File: config.mk
export PLATFORM = sky130hd
export DESIGN_NAME = spi_adc_target
export DESIGN_NICKNAME = d
export VERILOG_FILES = /design/src/rtl/spi_adc_target.sv
export SDC_FILE = /design/constraint.sdc
export NUM_CORES = 1
export LEC_CHECK = 0
export BUFFER_PORTS_ARGS = -buffer_cell sky130_fd_sc_hd__buf_2
export CAP_MARGIN = 10
export CORE_AREA = 8 8 90 132
export DETAILED_ROUTE_END_ITERATION = 16
export DIE_AREA = 0 0 98 140
export HOLD_SLACK_MARGIN = 0.03
export PLACE_DENSITY = 0.82
export SETUP_SLACK_MARGIN = 0.4
export SYNTH_ARGS = -nofsm -noshare
export SYNTH_HDL_FRONTEND = slang
export SYNTH_SLANG_ARGS = --single-unit
File: constraint.sdc
create_clock -name clk -period 5.2 [get_ports clk]
set_input_delay 0.26 -clock clk [delete_from_list [all_inputs] [get_ports clk]]
set_output_delay 0.26 -clock clk [all_outputs]
set_load 0.05 [all_outputs]
File: src/rtl/spi_adc_target.sv
module spi_adc_target #(
  parameter int NCH = 16,
  parameter int RES = 12
) (
  input  logic               clk,
  input  logic               rst_n,
  input  logic               cs_n,
  input  logic               mosi,
  output logic               miso,
  input  logic [NCH*RES-1:0] samples,
  input  logic [3:0]         gpio_in,
  output logic [3:0]         gpio_out,
  output logic [3:0]         gpio_oe,
  output logic               range_hi,
  output logic               pwr_dn,
  output logic [2:0]         alarm_mode
);
  localparam int SH = 12 - RES;

  logic [14:0] rx;
  logic [3:0]  cnt;
  logic [15:0] s1, s2;
  logic [6:0]  cfg, cfg_n;
  logic [3:0]  dir, dir_n, chan, chan_n;
  logic [2:0]  alm, alm_n;
  logic        ren, ren_n, pen, pen_n;
  logic [RES-1:0] sa [16];

  wire [15:0] w      = {rx, mosi};
  wire        done   = !cs_n && cnt == 4'd15;
  wire        is_man = w[15:12] == 4'b0001;
  wire        is_gp  = w[15:12] == 4'b0100;

  for (genvar g = 0; g < 16; g++) begin : g_smp
    if (g < NCH) begin : g_on
      assign sa[g] = samples[g*RES +: RES];
    end else begin : g_off
      assign sa[g] = '0;
    end
  end

  always_comb begin
    cfg_n = cfg; dir_n = dir; chan_n = chan; alm_n = alm; ren_n = ren; pen_n = pen;
    if (is_man) begin
      chan_n = w[10:7];
      if (w[11]) cfg_n = w[6:0];
    end else if (is_gp) begin
      if (w[9]) begin
        cfg_n = '0; dir_n = '0; chan_n = '0; alm_n = '0; ren_n = 1'b0; pen_n = 1'b0;
      end else begin
        dir_n = w[3:0]; alm_n = w[6:4]; ren_n = w[7]; pen_n = w[8];
      end
    end
  end

  wire [3:0]  lv  = (dir_n & cfg_n[3:0]) | (~dir_n & gpio_in);
  wire [11:0] dat = 12'(sa[chan_n]) << SH;
  wire [15:0] res = {cfg_n[4] ? lv : chan_n, dat};

  always_ff @(posedge clk or negedge rst_n) begin
    if (!rst_n) begin
      rx <= '0; cnt <= '0; s1 <= '0; s2 <= '0;
      cfg <= '0; dir <= '0; chan <= '0; alm <= '0; ren <= 1'b0; pen <= 1'b0;
    end else begin
      if (cs_n) cnt <= '0;
      else begin
        rx  <= {rx[13:0], mosi};
        cnt <= cnt + 4'd1;
      end
      if (done) begin
        cfg <= cfg_n; dir <= dir_n; chan <= chan_n; alm <= alm_n; ren <= ren_n; pen <= pen_n;
        s1 <= res;
        s2 <= s1;
      end
    end
  end

  assign miso       = !cs_n && s2[4'd15 - cnt];
  assign gpio_out   = cfg[3:0];
  assign gpio_oe    = dir;
  assign alarm_mode = alm;
  assign range_hi   = cfg[6] | (ren & gpio_in[2]);
  assign pwr_dn     = cfg[5] | (pen & gpio_in[3]);

  p_hold_r3: assert property (@(posedge clk) disable iff (!rst_n)
    done && !(is_man && w[11]) && !(is_gp && w[9]) |=> $stable(gpio_out));
  p_dir_r5: assert property (@(posedge clk) disable iff (!rst_n)
    done && is_gp && !w[9] |=> gpio_oe == $past(w[3:0]));
  p_pipe_r6: assert property (@(posedge clk) disable iff (!rst_n)
    done |=> s2 == $past(s1));
  p_idle_r6: assert property (@(posedge clk) disable iff (!rst_n)
    !done |=> $stable(s2) && $stable(gpio_oe));
  p_tag_r7: assert property (@(posedge clk) disable iff (!rst_n)
    done && is_man && !cfg_n[4] |=> s1[15:12] == $past(w[10:7]));
  p_quiet_r1: assert property (@(posedge clk) disable iff (!rst_n)
    cs_n |=> cnt == 4'd0);
endmodule

==> flow_metrics.py <==
metrics = {
    "floorplanning": {
        "die-area_sq_mm": 0.0137,
        "fp-row-count": 45,
        "io_pins": 214,
        "core_area_sq_mm": 0.00997,
        "start_util_pct": 51.6,
        "dieWidth_um": 98,
        "dieHeight_um": 140,
    },
    "flow_run": {
        "drv_cap": 0,
    },
    "run_status": {
        "status": "finished clean",
    },
    "logic_synthesis": {
        "ys_seq_area_share_pct": 34.5,
        "synth_edf_count": 0,
        "synthCells": 639,
        "synthFlopType": "dfrtp_1",
        "synthArstFlopShare_pct": 100,
        "avgSynthCellArea_sq_um": 8.05,
        "ys_types": 61,
        "synth-warning-count": 0,
        "synth.cell_area_sq_mm": 0.00514,
        "ys_seq_elements": 71,
        "syn-num-nets": 840,
    },
    "cells_and_area": {
        "drive_gt1_share_pct": 34.1,
        "finalInstanceArea_sq_mm": 0.00648,
        "multi_input_area_sq_mm": 0.00308,
        "mostFrequentLayoutCells": "buf_2 (213), nand2_1 (156), dfrtp_1 (71)",
        "final_common_cell": "buf_2",
        "num-nets-final": 1013,
        "synthToLayoutAreaGrowth_pct": 25.9,
        "final_util_pct": 65.0,
        "num_antenna_cells": 0,
        "regArea_sq_mm": 0.00178,
        "nFillCells": 846,
    },
    "critical_path": {
        "worstPathMaxFanout": 53,
        "required_ps": 5410,
        "worstPathArrival_ps": 3600,
        "end_kind": "flip-flop",
        "cp-start-kind": "flip-flop",
        "criticalPathCategory": "flip-flop to flip-flop",
    },
    "placed_design": {
        "dp_hpwl_um": 15600,
        "placed_area_sq_mm": 0.00618,
        "place.gp.congestion": 0.983,
        "io_buffers": 213,
    },
    "route": {
        "drtIter0Drc": 582,
        "wire_per_inst_um": 21.9,
        "via_count": 5921,
        "routed_wl_um": 20500,
        "ant_nets": 0,
        "firstDrtPassIters": 5,
        "vias_per_cell": 6.34,
        "drc": 0,
    },
    "power_and_ir_drop": {
        "p_int_mw": 1.18,
        "power_frac_clock_pct": 34.0,
        "combPwrFrac_pct": 29.7,
        "seqPwrFrac_pct": 36.4,
        "switching_share_pct": 35.1,
        "power.leakage_nw": 3.07,
        "p_per_area_mw_per_mm2": 282,
        "p_sw_mw": 0.641,
        "vdd_ir_drop_max_v": 0.000179,
        "power_mw": 1.82,
    },
    "clock_network": {
        "ctsResizeCount": 0,
        "cts_tree": "yes",
        "cts.sink_count": 71,
        "clk_latency_ps": 330,
        "holdBufCountCts": 0,
        "clk_pin_slew_ps": 60,
        "htree_levels": 3,
        "cts_setup_buffers": 0,
        "numCtsBuffers": 9,
        "clockBufferDepth": 2,
        "clockRootBuffer": "clkbuf_16",
    },
    "sta": {
        "fin_worst_skew_ps": 6.08,
        "setup_violations": 0,
        "worstMarginPinSlew_ps": 1130,
        "max_slew_margin_pct": 24.0,
        "hold_violations": 0,
        "fmax_mhz": 295,
        "setup-tns-final_ps": 0,
        "whs_ps": 130,
        "fin_crit_sh_pct": 65.1,
        "rsz0062_at_grt": "no",
        "finalMaxSlewViolations": 0,
        "finalCriticalPeriod_ps": 3380,
    },
    "global_routing": {
        "grt_pass1_vias": 6270,
        "grt.overflow.total": 0,
        "antenna_found_initial": 0,
        "grt_max_degree": 72,
        "track_usage_pct": 29.4,
        "grt_pass1_wl_um": 32500,
    },
    "worst_hold_path": {
        "hold_path_class": "input port to async pin",
    },
}
-- flip-flops by register name, indices dropped and copies added (netlist names), 3 cells and up --
register and count:
s2 16, alarm_mode 3, cnt 4, rx 15
s1 16, cfg 7, gpio_oe 4, chan 4
-- cells by family (layout without fill, tap and decap cells) --
| logic type | count (synthesis) | in the layout | synth area share [%] |
|---|---|---|---|
| AOI/OAI and AO/OA | 224 | 224 | 29.2 |
| DFF | 71 | 71 | 34.5 |
| muxes | 33 | 33 | 8.44 |
| buffers and inverters | 67 | 245 | 5.98 |
| xor gates and xnor gates | 2 | 2 | 0.341 |
| and+or+nand+nor | 241 | 241 | 21.3 |
| adders and majority gates | 1 | 1 | 0.243 |
-- final timing paths --
| path | from | to | slack [ps] | cells after the start |
|---|---|---|---|---|
| min | rst_n | alarm_mode[1] | 130 | 2 |
| max | rx[12] | s1[6] | 1820 | 8 |
| min reg2reg | alarm_mode[1] | alarm_mode[1] | 470 | 2 |
| max in group asynchronous | rst_n | gpio_oe[2] | 4480 | 2 |
| max reg2reg | rx[12] | s1[6] | 1820 | 8 |
| min in group clk | mosi | gpio_oe[0] | 230 | 3 |
-- synthesized netlist by cell type (all sizes together) (2+ instances only) --
library cell | number | area share, %
a22o | 9 | 1.5
a32oi | 22 | 3.7
o22ai | 2 | 0.24
o32ai | 2 | 0.34
mux2i | 4 | 0.78
and3b | 2 | 0.34
nor2b | 3 | 0.36
a2111oi | 12 | 2.0
clkbuf | 40 | 2.9
o31ai | 3 | 0.44
o21ai | 55 | 5.6
nand3 | 26 | 2.5
inv | 4 | 0.29
a221o | 18 | 3.5
dfrtp | 71 | 35
nor3 | 5 | 0.58
or4b | 2 | 0.46
or2 | 2 | 0.24
o2111ai | 2 | 0.34
o311ai | 2 | 0.34
nand2b | 9 | 1.1
a211oi | 5 | 0.73
buf | 23 | 2.8
a21o | 8 | 1.2
a211o | 2 | 0.34
and2 | 3 | 0.36
and3 | 2 | 0.24
nand2 | 156 | 11
a221oi | 5 | 0.85
mux4 | 5 | 2.2
mux2 | 24 | 5.5
nand4 | 12 | 1.5
a21oi | 70 | 6.8
nor2 | 12 | 0.92
o211ai | 2 | 0.29
-- critical path: stages, from the launching register on --
cell and delay, ps:
dfrtp_1 490, o21ai_2 170, buf_4 390, o21ai_4 270, nor2_4 320, buf_4 540
mux2_2 410, a221o_1 360, a221o_1 270
-- layout make-up --
cell class / count / area share [%]
multi-input combinational: 501 / 47.6
sequential: 71 / 27.4
timing repair buffer: 225 / 17.9
clock buffer: 10 / 3.54
tap: 117 / 2.26
clock inverter: 6 / 1.10
inverter: 4 / 0.232
-- through the flow --
step | instances | setup slack [ps]
4_1_cts | 934 | 1870
3_5_place_dp | 918 | 1890
6_report | 934 | 1820
2_1_floorplan | 639 | 2720
5_1_grt | 934 | 1670
3_3_place_gp | 918 | 2020
-- metal layers --
layer / share of wire [%] / global-route usage [%] / up-vias
li1: - / - / 2717
met1: 37 / 33.3 / 2778
met2: 50 / 49.7 / 363
met3: 8.2 / 7.09 / 63
met4: 4.3 / 15.9 / 0
met5: 0 / 0 / -
-- power groups by stage --
| stage | Clock, mW | Combinational [mW] | Sequential, mW |
|---|---|---|---|
| 2_1_floorplan | 0 | 0.399 | 0.624 |
| 3_3_place_gp | 0 | 0.525 | 0.664 |
| 3_5_place_dp | 0 | 0.532 | 0.670 |
| 4_1_cts | 0.627 | 0.534 | 0.662 |
| 5_1_grt | 0.650 | 0.590 | 0.673 |
| 6_report | 0.620 | 0.541 | 0.663 |
(Power assumes the default switching activity.)
